[config.mk]
export PLATFORM = sky130hd
export DESIGN_NAME = adc_seq_top
export DESIGN_NICKNAME = d
export VERILOG_FILES = /design/src/rtl/adc_seq_pkg.sv /design/src/rtl/adc_clk_div.sv /design/src/rtl/adc_conv_timer.sv /design/src/rtl/adc_avg.sv /design/src/rtl/adc_seq_top.sv
export SDC_FILE = /design/constraint.sdc
export NUM_CORES = 1
export LEC_CHECK = 0
export CAP_MARGIN = 20
export CORE_AREA = 5 5 114 116
export CTS_CLUSTER_SIZE = 14
export DETAILED_ROUTE_END_ITERATION = 8
export DIE_AREA = 0 0 119 121
export DONT_BUFFER_PORTS = 1
export MAX_ROUTING_LAYER = met4
export PLACE_DENSITY = 0.65
export RECOVER_POWER = 100
export SLEW_MARGIN = 20
export SYNTH_ARGS = -nofsm -noshare
export SYNTH_HDL_FRONTEND = slang
export SYNTH_HIERARCHICAL = 1
export SYNTH_SLANG_ARGS = --single-unit
export TNS_END_PERCENT = 100
[constraint.sdc]
create_clock -name clk -period 7.2 [get_ports clk]
set_clock_uncertainty 0.1 [all_clocks]
set_input_delay 1.44 -clock clk [delete_from_list [all_inputs] [get_ports clk]]
set_output_delay 1.44 -clock clk [all_outputs]
set_load 0.02 [all_outputs]
[src/rtl/adc_seq_pkg.sv]
package adc_seq_pkg;

    localparam logic [2:0] RA_CHAN = 3'd0;
    localparam logic [2:0] RA_CFG  = 3'd1;
    localparam logic [2:0] RA_GCTL = 3'd2;
    localparam logic [2:0] RA_STAT = 3'd3;
    localparam logic [2:0] RA_RES  = 3'd4;

    // config register field positions
    localparam int CF_DIV  = 0;  // [1:0]
    localparam int CF_SRC  = 2;  // [3:2]
    localparam int CF_RES  = 4;  // [5:4]
    localparam int CF_LONG = 6;
    localparam int CF_STS  = 7;  // [8:7]
    localparam int CF_AVS  = 9;  // [10:9]
    localparam int CF_OVW  = 11;

    localparam int GC_AVEN = 0;
    localparam int GC_CONT = 1;

    localparam int MAX_SHIFT = 5;

    function automatic logic [5:0] lst_cycles(input logic long_b, input logic [1:0] sel);
        if (long_b) return 6'd13 + {2'b00, sel, 2'b00};
        else        return 6'd3  + {3'b000, sel, 1'b0};
    endfunction

    function automatic logic [2:0] avg_shift(input logic en, input logic [1:0] sel);
        if (en) return 3'd2 + {1'b0, sel};
        else    return 3'd0;
    endfunction

endpackage

[src/rtl/adc_clk_div.sv]
module adc_clk_div #(
    parameter int DIV_W = 4
) (
    input  logic       clk,
    input  logic       rst_n,
    input  logic       run,
    input  logic       restart,
    input  logic [1:0] div_code,
    input  logic [1:0] src_code,
    output logic       tick
);
    logic [DIV_W-1:0] cnt_d, cnt_q;
    logic [DIV_W-1:0] limit;

    always_comb begin
        if (src_code == 2'd1 && div_code == 2'd3)
            limit = DIV_W'(15);
        else
            limit = DIV_W'((1 << div_code) - 1);

        tick  = run && !restart && (cnt_q >= limit);
        cnt_d = cnt_q;
        if (!run || restart || cnt_q >= limit)
            cnt_d = '0;
        else
            cnt_d = cnt_q + 1'b1;
    end

    always_ff @(posedge clk or negedge rst_n) begin
        if (!rst_n) cnt_q <= '0;
        else        cnt_q <= cnt_d;
    end
endmodule

[src/rtl/adc_conv_timer.sv]
module adc_conv_timer #(
    parameter int ADDER_CYC = 6,
    parameter int BASE_CYC  = 25,
    parameter int CYC_W     = 6,
    parameter int SMP_W     = 6
) (
    input  logic       clk,
    input  logic       rst_n,
    input  logic       run,
    input  logic       start,
    input  logic       tick,
    input  logic [5:0] lst,
    input  logic [2:0] shift,
    output logic       smp_strobe,
    output logic       first_smp,
    output logic       done
);
    typedef struct packed {
        logic             in_adder;
        logic [CYC_W-1:0] cyc;
        logic [SMP_W-1:0] smp;
    } tmr_t;

    tmr_t tmr_d, tmr_q;
    logic [CYC_W-1:0] per_last;
    logic [SMP_W-1:0] smp_last;

    localparam tmr_t TMR_IDLE = '{in_adder: 1'b1, cyc: '0, smp: '0};

    always_comb begin
        per_last   = CYC_W'(BASE_CYC) + CYC_W'(lst) - 1'b1;
        smp_last   = SMP_W'((1 << shift) - 1);
        tmr_d      = tmr_q;
        smp_strobe = 1'b0;
        done       = 1'b0;
        first_smp  = (tmr_q.smp == '0);

        if (start || !run) begin
            tmr_d = TMR_IDLE;
        end else if (tick) begin
            if (tmr_q.in_adder) begin
                if (tmr_q.cyc >= CYC_W'(ADDER_CYC - 1)) begin
                    tmr_d.in_adder = 1'b0;
                    tmr_d.cyc      = '0;
                end else begin
                    tmr_d.cyc = tmr_q.cyc + 1'b1;
                end
            end else if (tmr_q.cyc >= per_last) begin
                smp_strobe = 1'b1;
                tmr_d.cyc  = '0;
                if (tmr_q.smp >= smp_last) begin
                    done  = 1'b1;
                    tmr_d = TMR_IDLE;
                end else begin
                    tmr_d.smp = tmr_q.smp + 1'b1;
                end
            end else begin
                tmr_d.cyc = tmr_q.cyc + 1'b1;
            end
        end
    end

    always_ff @(posedge clk or negedge rst_n) begin
        if (!rst_n) tmr_q <= TMR_IDLE;
        else        tmr_q <= tmr_d;
    end
endmodule

[src/rtl/adc_avg.sv]
module adc_avg #(
    parameter int DATA_W    = 12,
    parameter int MAX_SHIFT = 5
) (
    input  logic              clk,
    input  logic              rst_n,
    input  logic              smp_strobe,
    input  logic              first_smp,
    input  logic [DATA_W-1:0] sample,
    input  logic [2:0]        shift,
    input  logic [1:0]        res_code,
    output logic [DATA_W-1:0] value
);
    localparam int ACC_W = DATA_W + MAX_SHIFT;

    logic [ACC_W-1:0]  acc_d, acc_q;
    logic [ACC_W-1:0]  sum_now;
    logic [ACC_W-1:0]  avg_full;
    logic [DATA_W-1:0] mask;

    always_comb begin
        sum_now  = (first_smp ? '0 : acc_q) + ACC_W'(sample);
        avg_full = sum_now >> shift;
        case (res_code)
            2'd0:    mask = DATA_W'((1 << (DATA_W - 4)) - 1);
            2'd1:    mask = DATA_W'((1 << (DATA_W - 2)) - 1);
            default: mask = '1;
        endcase
        value = avg_full[DATA_W-1:0] & mask;
        acc_d = smp_strobe ? sum_now : acc_q;
    end

    always_ff @(posedge clk or negedge rst_n) begin
        if (!rst_n) acc_q <= '0;
        else        acc_q <= acc_d;
    end
endmodule

[src/rtl/adc_seq_top.sv]
module adc_seq_top
    import adc_seq_pkg::*;
#(
    parameter int DATA_W    = 12,
    parameter int CHAN_W    = 5,
    parameter int REG_W     = 16,
    parameter int ADDER_CYC = 6,
    parameter int BASE_CYC  = 25
) (
    input  logic              clk,
    input  logic              rst_n,
    input  logic              reg_wr,
    input  logic              reg_rd,
    input  logic [2:0]        reg_addr,
    input  logic [REG_W-1:0]  reg_wdata,
    output logic [REG_W-1:0]  reg_rdata,
    input  logic [DATA_W-1:0] sample_in,
    output logic [CHAN_W-1:0] chan_sel,
    output logic              busy,
    output logic              irq
);
    localparam int CYC_W = $clog2(BASE_CYC + 26);
    localparam int SMP_W = MAX_SHIFT + 1;
    localparam int GC_W  = 8;

    typedef struct packed {
        logic [CHAN_W-1:0] chan;
        logic              ien;
        logic [REG_W-1:0]  cfg;
        logic [GC_W-1:0]   gctl;
        logic              active;
        logic              flag;
        logic [DATA_W-1:0] result;
    } seq_t;

    seq_t st_d, st_q;

    logic              chan_wr, stop_code;
    logic              cdiv_tick, smp_strobe, first_smp, conv_done;
    logic [5:0]        lst;
    logic [2:0]        shift;
    logic [DATA_W-1:0] avg_value;
    logic              ovw_en, cont_en, flag_w;
    logic [1:0]        div_code;
    logic [DATA_W-1:0] result_w;

    assign chan_wr   = reg_wr && (reg_addr == RA_CHAN);
    assign stop_code = (reg_wdata[CHAN_W-1:0] == '1);
    assign lst       = lst_cycles(st_q.cfg[CF_LONG], st_q.cfg[CF_STS +: 2]);
    assign shift     = avg_shift(st_q.gctl[GC_AVEN], st_q.cfg[CF_AVS +: 2]);
    assign ovw_en    = st_q.cfg[CF_OVW];
    assign cont_en   = st_q.gctl[GC_CONT];
    assign div_code  = st_q.cfg[CF_DIV +: 2];
    assign flag_w    = st_q.flag;
    assign result_w  = st_q.result;

    adc_clk_div #(.DIV_W(4)) i_div (
        .clk      (clk),
        .rst_n    (rst_n),
        .run      (st_q.active),
        .restart  (chan_wr),
        .div_code (div_code),
        .src_code (st_q.cfg[CF_SRC +: 2]),
        .tick     (cdiv_tick)
    );

    adc_conv_timer #(
        .ADDER_CYC (ADDER_CYC),
        .BASE_CYC  (BASE_CYC),
        .CYC_W     (CYC_W),
        .SMP_W     (SMP_W)
    ) i_tmr (
        .clk        (clk),
        .rst_n      (rst_n),
        .run        (st_q.active),
        .start      (chan_wr),
        .tick       (cdiv_tick),
        .lst        (lst),
        .shift      (shift),
        .smp_strobe (smp_strobe),
        .first_smp  (first_smp),
        .done       (conv_done)
    );

    adc_avg #(.DATA_W(DATA_W), .MAX_SHIFT(MAX_SHIFT)) i_avg (
        .clk        (clk),
        .rst_n      (rst_n),
        .smp_strobe (smp_strobe),
        .first_smp  (first_smp),
        .sample     (sample_in),
        .shift      (shift),
        .res_code   (st_q.cfg[CF_RES +: 2]),
        .value      (avg_value)
    );

    always_comb begin
        st_d = st_q;

        if (chan_wr) begin
            st_d.chan   = reg_wdata[CHAN_W-1:0];
            st_d.ien    = reg_wdata[7];
            st_d.active = !stop_code;
        end else if (conv_done && !cont_en) begin
            st_d.active = 1'b0;
        end

        if (reg_wr && reg_addr == RA_CFG)  st_d.cfg  = reg_wdata;
        if (reg_wr && reg_addr == RA_GCTL) st_d.gctl = reg_wdata[GC_W-1:0];

        if (reg_rd && reg_addr == RA_RES) st_d.flag = 1'b0;

        if (conv_done && (ovw_en || !st_q.flag)) begin
            st_d.result = avg_value;
            st_d.flag   = 1'b1;
        end
    end

    always_ff @(posedge clk or negedge rst_n) begin
        if (!rst_n) st_q <= '0;
        else        st_q <= st_d;
    end

    always_comb begin
        reg_rdata = '0;
        case (reg_addr)
            RA_CHAN: begin
                reg_rdata[CHAN_W-1:0] = st_q.chan;
                reg_rdata[7]          = st_q.ien;
            end
            RA_CFG:  reg_rdata = st_q.cfg;
            RA_GCTL: reg_rdata[GC_W-1:0] = st_q.gctl;
            RA_STAT: begin
                reg_rdata[0] = st_q.flag;
                reg_rdata[1] = st_q.active;
            end
            RA_RES:  reg_rdata[DATA_W-1:0] = st_q.result;
            default: reg_rdata = '0;
        endcase
    end

    assign chan_sel = st_q.chan;
    assign busy     = st_q.active;
    assign irq      = st_q.flag && st_q.ien;

endmodule

==> results.md, run 1 <==
* P_leak at 2.62 nW
* Detailed Routing Iterations Pass 1 at 5
* Core area at 11800 um^2
* Peak supply drop at 124 uV
* RR Endpoint: result_w[11]
* Worst setup SP type: flip-flop
* Cells after Synth at 612
* Crit-path max FO at 21
* Maxcap violations at 2
* Violated checks: max-capacitance violations, max-slew violations
* Synth Area in Adders at 8.31%
* # fillers at 1073
* Post-synth top cells: dfrtp_1 (77), mux2_2 (56), nand2_1 (38)
* Final Hold Viols at 0
* Critical path class: reg2reg
* WP data required at 7.38 ns
* I/O Pins at 58
* CTS H-tree lvls at 3
* Netlist cell types at 84
* Min-Delay Path Depth at 1
* Largest net degree at the start of global routing at 79
* R2R Setup Slk at 2.41 ns
* Clock-pin slew on the worst setup and hold paths at 0.06 ns
* Die area at 14400 um^2
* Main synth FF type: dfrtp_1
* Post-synth EDFFs at 0
* Diode count at 0
* Post-Synth XOR/XNOR Area at 2.11%
* Fin nets at 667
* Grt total ovfl at 0
* Final antenna-violating net count at 0
* Initial Utilization at 49.2%
* HP Class: reg2reg
* CTS root buffer: clkbuf_16
* Initial antenna violation count at 0
* Worst slew pin tran at 1.70 ns
* Skew-Pair Late Insertion Delay at 0.34 ns
* Post-DP Area at 5860 um^2
* Sequential-to-total area share from yosys stat at 33.6%
* Wire length of the first global-routing pass at 24.0 mm
* Final Cell Area at 6130 um^2
* TritonCTS clock tree: done
* Synth Area in Simple Gates at 17.1%
* Via count at 4625
* Row Count at 40
* Chip Height at 121 um
* WP buf/inv at 0
* Mux share of post-synthesis cell area at 14.5%
* Drt drc at 0
* Syn Area/Cell at 9.49 um^2
* Reg2Reg Depth at 14
* RSZ-0062 raised after global routing: false
* Hold path endpoint: i_avg/acc_q[4]
* Mapped cell area at 5810 um^2
* Synth warn at 6
* Post-synth ARST share at 100%
* Pins Over Slew Limit at 23
* Synthesized Nets at 685
* Post-synth top area share at 33.2%
* Max incr delay on CP at 0.88 ns
* Worst setup EP type: flip-flop
* Placer congestion estimate at 0.901
* Critical path cell sequence: nor4_1 -> and2_0 -> nor2b_1 -> ha_1 -> fa_1 -> a21oi_1 -> o22ai_1 -> a211oi_2 -> o31a_1 -> nor3_1 -> a311oi_1 -> o2bb2a_1 -> a21boi_0 -> mux2_2
* Share of cells above drive strength 1 at 15.5%
* FF-to-FF Start: i_tmr/tmr_q[3]
* Post-CTS setup buffers at 0
* Top post-synthesis cells by area: dfrtp_1 (33%), mux2_2 (11%), ha_1 (8.0%)
* Critical Path Slowest Stage Cell: and2_0
* Slew margin rel. at -14.6%
* Clock Path Buffers at 2
* Hold buffer count at CTS at 0
* Yosys reg bits at 78
* Port Buffers at 0
* Setup TNS at 0 ns
* Min cycle time layout at 4.79 ns
* Hold path start: i_avg/acc_q[4]
* Power Density at 234 nW/um^2
* Count leader, synth: dfrtp_1
* Die X at 119 um
* Vias in the first global route at 4681
* Wire length per cell at 18.8 um
* Post-synthesis compound-gate area fraction at 18.6%
* Final count of negative-setup-slack endpoints at 0
* Final period util at 66.5%
* Sink Count at 78
* Gr usage total at 21.0%
* DPL Wire Length at 10.4 mm
* Layout area overhead at 5.53%
* Post-CTS Resized at 0
* Largest family of logic cells by synthesized area: compound AO/OA/AOI/OAI gates
* Status: finished with violations
* Top cell type by total area after synthesis: dfrtp_1
* Drt initial violations at 351
* Final WL at 14.1 mm
* Top Family by Delay on Critical Path: compound AO/OA/AOI/OAI gates
* CTS buffer count at 9
* Max Fclk at 0.209 GHz
* Crit path arrival time at 4.97 ns
* Via density per instance at 6.20
[power by group]
group	switching (mW)	internal, mW	leakage [nW]
clock	0.186	0.340	0.160
sequential	0.0540	0.484	1.00
combinational	0.212	0.158	1.46
[flip-flops by register name, summed over array words and instances, names as in the netlist, 2 cells and up]
| signal | flops |
|---|---|
| div_code | 2 |
| i_tmr/tmr_q | 13 |
| i_avg/acc_q | 17 |
| i_div/cnt_q | 4 |
| chan_sel | 5 |
| result_w | 12 |
| st_q | 21 |
[kinds of logic (layout without fill, tap and decap cells)]
group           after synthesis  in the layout
simple gates                178            178
compound gates              157            157
buf+inv                      69             56
other cells                   2              2
fa+ha+maj                    38             38
mux                          76             76
xor+xnor                     14             14
flops                        78             78
[cell usage in the layout (no fill, tap or decap), types with 4 or more instances in the layout]
cell and instances:
dfrtp_1 77, mux2_2 56, nand2_1 39, ha_1 37, inv_1 33, nor2_1 31, o21ai_0 31, a21oi_1 31
nor2b_1 22, nand3_1 20, mux2i_1 19, nor3_1 15, clkbuf_16 9, a21o_1 9, a211oi_1 9, xnor2_1 9
a22oi_1 8, a31oi_1 7, and2_0 6, o22ai_1 6, clkbuf_1 6, o31ai_1 6, or3_1 5, o21a_1 5
xor2_1 5, nor3b_1 4, a2bb2oi_1 4, o211ai_1 4, nor4_1 4
[how the worst max path moves through the flow]
stage                         startpoint            to  depth (start not counted)
final                     i_tmr/tmr_q[3]  result_w[11]                         14
after CTS                 i_tmr/tmr_q[3]  result_w[11]                         14
after global placement       reg_addr[0]  reg_rdata[6]                          3
after global routing      i_tmr/tmr_q[3]  result_w[11]                         14
after detailed placement  i_tmr/tmr_q[3]  result_w[11]                         14
after floorplan           i_tmr/tmr_q[3]   result_w[8]                         16
[stage by stage]
stage / util (%) / hold slack [ns] / std cells / power, mW / setup WS [ns]
2_1_floorplan: - / 0.362 / 612 / 0.848 / 3.10
3_3_place_gp: 49.5 / 0.381 / 729 / 0.900 / 2.75
3_5_place_dp: 49.6 / 0.387 / 730 / 0.920 / 2.66
4_1_cts: 52.5 / 0.400 / 746 / 1.45 / 2.65
5_1_grt: 51.9 / 0.421 / 746 / 1.52 / 1.96
6_report: 51.9 / 0.396 / 746 / 1.44 / 2.41
[area by class of cell]
class,instances,area [um^2],share of cell area [%]
multi-input cells,465,3500,57.0
clock inverters,5,106,1.73
inverters,34,128,2.08
clock buffers,11,233,3.80
well taps,147,184,3.00
repair buffers,6,30.0,0.490
flip-flops and latches,78,1950,31.9
[layer usage]
layer | GRT usage, % | vias to the layer above | wire length (um)
li1 | - | 2205 | -
met1 | 26.7 | 2290 | 6430
met2 | 33.9 | 114 | 6850
met3 | 3.92 | 16 | 587
met4 | 7.10 | 0 | 193
met5 | - | - | 0
Power figures use the tool's default switching activity.
==> run 2: changes to the inputs <==
PLACE_DENSITY = 0.68   (was 0.65)
clock period = 4.4 ns   (was 7.2 ns; I/O delays follow)
==> run 2 against run 1 <==
Compared with the run above:
- core utilization about the same
- global-route usage decreased by 0.85 points
- the flow still finishes with violations (max-capacitance violations, max-slew violations)
- largest cell class unchanged
- flip-flop and latch count unchanged
==> results.md, run 2 (synthesis gave the netlist of run 1 again) <==
* NetSw at 736 uW (+62%)
* CTS root buffer: clkbuf_16
* Maxcap violations at 1 (-1)
* Chip Height at 121 um (unchanged)
* Max Fclk at 0.245 GHz (+17%)
* Via count at 4638 (+0.28%)
* Status: finished with violations
* Placer congestion estimate at 0.917 (+1.8%)
* Die X at 119 um (unchanged)
* Final Hold Viols at 0 (unchanged)
* Min cycle time layout at 4.08 ns (-0.711 ns)
* Clock network fraction of total power at 33.6% (-3.1 points)
* Top Family by Delay on Critical Path: compound AO/OA/AOI/OAI gates
* Drt initial violations at 346 (-1.4%)
* Critical Path Slowest Stage Cell: ha_1
* Max FFs per register at 21 (unchanged)
* Comb pwr share at 26.9% (+1.1 points)
* Layout area overhead at 5.49% (about the same)
* Pins Over Slew Limit at 9 (-61%)
* Vias in the first global route at 4499 (-3.9%)
* DPL Wire Length at 10.4 mm (+0.53%)
* Reg2Reg Depth at 14 (unchanged)
* HP Class: in2async
* Worst slew pin tran at 1.81 ns (+0.111 ns)
* CTS H-tree lvls at 3 (unchanged)
* Critical path cell sequence: nor4_1 -> and2_1 -> buf_4 -> nor2b_1 -> ha_1 -> a21oi_1 -> o21ai_2 -> nor3_1 -> o31a_1 -> or3_4 -> a311oi_1 -> o2bb2a_1 -> a21boi_0 -> mux2_2
* CTS buffer count at 9 (unchanged)
* Sw Ratio at 33.0% (+1.4 points)
* Initial Utilization at 49.2% (unchanged)
* Largest net degree at the start of global routing at 79 (unchanged)
* Crit path arrival time at 4.25 ns (-0.72 ns)
* Row Count at 40 (unchanged)
* Wire length per cell at 18.5 um (-1.8%)
* RR Endpoint: result_w[11]
* Initial antenna violation count at 0 (unchanged)
* Port Buffers at 0 (unchanged)
* Slew margin rel. at -22.5% (-7.9 points)
* Max incr delay on CP at 0.46 ns (-0.42 ns)
* Fin nets at 673 (+0.90%)
* I/O Pins at 58 (unchanged)
* Sink Count at 78 (unchanged)
* Crit-path max FO at 9 (-57%)
* P_leak at 2.63 nW (+0.17%)
* WP data required at 4.57 ns (-2.81 ns)
* Power Density at 364 nW/um^2 (+56%)
* Peak supply drop at 143 uV (+15%)
* Commonest non-fill, non-tap cells in the layout: dfrtp_1 (77), mux2_2 (53), nand2_1 (39), ha_1 (37), inv_1 (33)
* Grt total ovfl at 0 (unchanged)
* Worst setup SP type: flip-flop
* Largest regs: st_q (21), i_avg/acc_q (17), i_tmr/tmr_q (13)
* RSZ-0062 raised after global routing: false
* Sequential power share at 39.5% (+2.0 points)
* Clock-pin slew on the worst setup and hold paths at 0.06 ns (about the same)
* Final Cell Area at 6130 um^2 (about the same)
* Skew-Pair Late Insertion Delay at 0.34 ns (about the same)
* FF-to-FF Start: i_tmr/tmr_q[3]
* TritonCTS clock tree: done
* Drt drc at 0 (unchanged)
* Final period util at 92.7% (+26 points)
* WP buf/inv at 1 (+1)
* Violated checks: max-capacitance violations, max-slew violations
* Leading cell type in the layout, fill and taps excluded: dfrtp_1
* Gr usage total at 20.2% (-0.85 points)
* Wire length of the first global-routing pass at 22.9 mm (-4.3%)
* Die area at 14400 um^2 (unchanged)
* Critical path class: reg2reg
* Share of cells above drive strength 1 at 15.9% (+0.34 points)
* Top reg by flops: st_q
* Via density per instance at 6.17 (-0.52%)
* Post-DP Area at 5900 um^2 (+0.68%)
* Final antenna-violating net count at 0 (unchanged)
* Worst setup EP type: flip-flop
* Final count of negative-setup-slack endpoints at 0 (unchanged)
* Detailed Routing Iterations Pass 1 at 5 (unchanged)
* Clock Path Buffers at 2 (unchanged)
* Core area at 11800 um^2 (unchanged)
* Final WL at 13.9 mm (-1.0%)
* Diode count at 0 (unchanged)
* Cell-internal power at 1.50 mW (+52%)
* Setup TNS at 0 ns (unchanged)
* R2R Setup Slk at 0.32 ns (-2.09 ns)
run 2: power by group through the flow:
stage / registers [mW] / clock network (mW) / logic, mW
after CTS: 0.883 / 0.770 / 0.613
after global routing: 0.893 / 0.801 / 0.680
final: 0.882 / 0.750 / 0.600
after global placement: 0.891 / 0 / 0.592
after detailed placement: 0.896 / 0 / 0.608
after floorplan: 0.854 / 0 / 0.534
run 2: cell type report:
| type | count | area [um^2] |
|---|---|---|
| clock inverters | 6 | 70.1 |
| flip-flops and latches | 78 | 1950 |
| repair buffers | 12 | 72.6 |
| well taps | 147 | 184 |
| fillers | 1086 | 5680 |
| multi-input cells | 465 | 3490 |
| inverters | 34 | 128 |
| clock buffers | 10 | 229 |
run 2: routing by layer:
metal  vias to the layer above  track usage [%]  wire length (um)
li1                       2220                -                 -
met1                      2260             25.7              6220
met2                       128             31.7              6600
met3                        30             3.92               751
met4                         0             8.18               341
met5                         -                -                 0
run 2: worst reg2reg max path, stage by stage, from the launching register on:
cell and delay, ns:
dfrtp_1 0.43, nor4_1 0.27, and2_1 0.31, buf_4 0.22, nor2b_1 0.07, ha_1 0.46
a21oi_1 0.14, o21ai_2 0.21, nor3_1 0.10, o31a_1 0.34, or3_4 0.40, a311oi_1 0.39
o2bb2a_1 0.26, a21boi_0 0.16, mux2_2 0.17
run 2: timing repair:
action,4_1_cts,5_1_grt
resized for setup,0,1
setup buffers,0,0
hold buffers,0,0
endpoints found under the setup margin,0,3
endpoints found under the hold margin,0,0
run 2: worst max path at each step:
stage / depth (start not counted) / from / end
after floorplan: 16 / i_tmr/tmr_q[3] / result_w[8]
final: 14 / i_tmr/tmr_q[3] / result_w[11]
after global placement: 14 / i_tmr/tmr_q[3] / result_w[8]
after CTS: 14 / i_tmr/tmr_q[3] / result_w[11]
after global routing: 14 / i_tmr/tmr_q[3] / result_w[8]
after detailed placement: 14 / i_tmr/tmr_q[3] / result_w[11]
run 2: per-stage QoR:
step / setup slack, ns / power (mW) / instances / hold slack (ns) / utilization [%]
4_1_cts: 0.302 / 2.27 / 751 / 0.119 / 52.5
5_1_grt: 0.0271 / 2.37 / 752 / 0.114 / 51.9
2_1_floorplan: 0.296 / 1.39 / 612 / 0.362 / -
3_5_place_dp: 0.331 / 1.50 / 735 / 0.388 / 50.0
6_report: 0.321 / 2.23 / 752 / 0.133 / 51.9
3_3_place_gp: 0.394 / 1.48 / 735 / 0.383 / 50.0
==> run 3: changes to the inputs <==
CORE_AREA = 5 5 109 111   (was 5 5 114 116)
DIE_AREA = 0 0 114 116   (was 0 0 119 121)
PLACE_DENSITY = 0.67   (was 0.68)
SYNTH_HIERARCHICAL = unset   (was 1)
==> run 3 against run 2 <==
Compared with the run above:
- the flow now finishes without violations
- register-to-register slack worse by 0.08 ns
- clock power down 23%
- count of clock-buffer cells in the layout down 1
- die area down 8.2%
- sequential share of layout area up 3.3 points
- total power down 13%
- sequential power up 1%
- setup slack worse by 0.085 ns
==> results.md, run 3 <==
* Slew margin rel. at 14.8% (+37 points)
* RSZ-0062 raised after global routing: false
* Max Fclk at 0.240 GHz (-2.0%)
* Setup TNS at 0 ns (unchanged)
* Critical path class: reg2reg
* Sequential-to-total area share from yosys stat at 37.2% (+3.6 points)
* Leading cell type in the layout, fill and taps excluded: dfrtp_1
* Placer congestion estimate at 0.914 (-0.29%)
* Via density per instance at 5.96 (-3.3%)
* Global routing usage on met3 at 4.33% (+0.42 points)
* Worst setup SP type: flip-flop
* Die area at 13200 um^2 (-8.2%)
* Detailed Routing Iterations Pass 1 at 5 (unchanged)
* Final Hold Viols at 0 (unchanged)
* Post-CTS Resized at 0 (unchanged)
* Core area at 10700 um^2 (-9.4%)
* Die X at 114 um (-4.2%)
* Initial antenna violation count at 0 (unchanged)
* Comb pwr share at 24.4% (-2.5 points)
* Largest regs: st_q (21), i_avg.acc_q (17), i_tmr.tmr_q (13)
* Met1 usage at 27.1% (+1.4 points)
* Pins Over Slew Limit at 0 (-9)
* Worst slew pin tran at 1.28 ns (-0.535 ns)
* Largest net degree at the start of global routing at 79 (unchanged)
* Fin nets at 637 (-5.3%)
* Status: finished, final reports clean
* Via count at 4228 (-8.8%)
* NetSw at 677 uW (-8.0%)
* Mapped cell area at 5250 um^2 (-9.6%)
* CTS H-tree lvls at 3 (unchanged)
* Top post-synthesis cells by area: dfrtp_1 (37%), ha_1 (8.8%), mux2_2 (7.3%)
* Crit path arrival time at 4.32 ns (+0.07 ns)
* Wire length of the first global-routing pass at 21.5 mm (-6.2%)
* Drt initial violations at 323 (-6.6%)
* Cells after Synth at 573 (-6.4%)
* CTS root buffer: clkbuf_8
* Post-synth ARST share at 100% (unchanged)
* Synth warn at 0 (-6)
* Sw Ratio at 34.8% (+1.8 points)
* Hold Slack at 0.107 ns (-0.0263 ns)
* Maxcap violations at 0 (-1)
* Final antenna-violating net count at 0 (unchanged)
* Syn Area/Cell at 9.16 um^2 (-3.5%)
* Final WL at 13.0 mm (-6.6%)
* Main synth FF type: dfrtp_1
* Diode count at 0 (unchanged)
* Final count of negative-setup-slack endpoints at 0 (unchanged)
* Register area at 1950 um^2 (unchanged)
* Peak supply drop at 196 uV (+37%)
* Clock network fraction of total power at 29.6% (-4.0 points)
* Clock-pin slew on the worst setup and hold paths at 0.09 ns (+0.03 ns)
* TritonCTS clock tree: done
* Share of cells above drive strength 1 at 12.5% (-3.4 points)
* Post-CTS setup buffers at 0 (unchanged)
* HP Class: in2async
* Grt met2 use at 33.3% (+1.6 points)
* WP data required at 4.55 ns (-0.02 ns)
* I/O Pins at 58 (unchanged)
* Fin cells at 709 (-5.7%)
* Wire length per cell at 18.3 um (-0.91%)
* Clock Path Buffers at 2 (unchanged)
* Chip Height at 116 um (-4.1%)
* Top reg by flops: st_q
* Yosys reg bits at 78 (unchanged)
* Top cell type by total area after synthesis: dfrtp_1
* # fillers at 1030 (-5.2%)
* Skew-Pair Late Insertion Delay at 0.37 ns (+0.03 ns)
* Post-synth EDFFs at 0 (unchanged)
* Pwr Total at 1.94 mW (-13%)
* Vias in the first global route at 4191 (-6.8%)
* Crit-path max FO at 8 (-1)
* Grt total ovfl at 0 (unchanged)
* Count leader, synth: dfrtp_1
* Netlist cell types at 64 (-24%)
* DPL Wire Length at 9.63 mm (-7.7%)
* Gr usage total at 20.8% (+0.66 points)
* Area of the multi-input gates at 3080 um^2 (-12%)
* Cell-internal power at 1.27 mW (-15%)
* Initial Utilization at 49.1% (-0.12 points)
* Post-synth top area share at 36.7% (+3.5 points)
* Power Density at 350 nW/um^2 (-3.9%)
* GRT busiest layer: met2
* Port Buffers at 0 (unchanged)
* Sequential power share at 46.0% (+6.5 points)
* Layout area overhead at 5.84%
* Post-synth top cells: dfrtp_1 (77), nand2_1 (65), o21ai_0 (52)
* Placed cells at 693 (-5.7%)
* CTS buffer count at 9 (unchanged)
* Row Count at 38 (-5.0%)
* Min cycle time layout at 4.16 ns (+0.0848 ns)
* Max FFs per register at 21 (unchanged)
* Drt drc at 0 (unchanged)
* Final period util at 94.6% (+1.9 points)
* Worst setup EP type: flip-flop
* Commonest non-fill, non-tap cells in the layout: dfrtp_1 (77), nand2_1 (65), o21ai_0 (57), nor2_1 (38), ha_1 (37)
* P_leak at 2.41 nW (-8.2%)
* Sink Count at 78 (unchanged)
* Hold buffer count at CTS at 0 (unchanged)
[run 3: cell type report]
type,count,share of cell area (%)
Multi-Input combinational cell,444,55.4
Tap cell,140,3.15
Clock inverter,7,1.44
Timing Repair Buffer,11,1.28
Inverter,20,1.35
Sequential cell,78,35.1
Clock buffer,9,2.23
[run 3: per-stage QoR]
stage          area (um^2)  worst slack (ns)  util, %
2_1_floorplan         5250             0.877        -
3_3_place_gp          5370             0.456     50.2
3_5_place_dp          5370             0.352     50.2
4_1_cts               5570             0.309     52.1
5_1_grt               5560            0.0181     51.9
6_report              5560             0.236     51.9
[run 3: final timing paths]
check	slack (ns)	cells past startpoint	endpoint	from
worst max-delay path	0.24	13	result_w[5]	i_tmr.tmr_q[5]
worst min-delay path	0.11	0	result_w[11]	rst_n
worst max register to register	0.24	13	result_w[5]	i_tmr.tmr_q[5]
worst min register to register	0.39	2	result_w[0]	result_w[0]
max in group asynchronous	3.90	0	i_tmr.tmr_q[12]	rst_n
min in group clk	0.39	2	result_w[0]	result_w[0]
[run 3: power groups by stage]
stage          clock, mW  sequential [mW]  combinational [mW]
2_1_floorplan          0            0.856               0.402
3_3_place_gp           0            0.904               0.451
3_5_place_dp           0            0.908               0.474
4_1_cts            0.590            0.895               0.476
5_1_grt            0.619            0.908               0.531
6_report           0.576            0.894               0.474
[run 3: cells by family after synthesis]
family | count (synthesis) | synth area share (%)
mux | 48 | 10.2
buf+inv | 52 | 4.12
compound gates | 151 | 18.3
fa+ha+maj | 38 | 9.20
flops | 78 | 37.2
xor+xnor | 21 | 3.50
other cells | 1 | 0.0714
simple gates | 184 | 17.4
[run 3: layer usage]
| layer | part of all wire, % | routed length (um) |
|---|---|---|
| met2 | 47 | 6110 |
| met1 | 46 | 5990 |
| met5 | 0 | 0 |
| met3 | 5.6 | 724 |
| met4 | 1.3 | 174 |
[run 3: worst max-delay path, stage by stage, from the launching register on]
cell	delay (ns)
dfrtp_1	0.43
nor4_1	0.46
nand2_1	0.30
and2_0	0.25
ha_1	0.22
fa_1	0.44
a211oi_2	0.26
o21ai_0	0.17
a41o_1	0.27
a21oi_1	0.25
xnor2_1	0.18
mux4_2	0.48
mux2i_1	0.15
a21oi_1	0.09
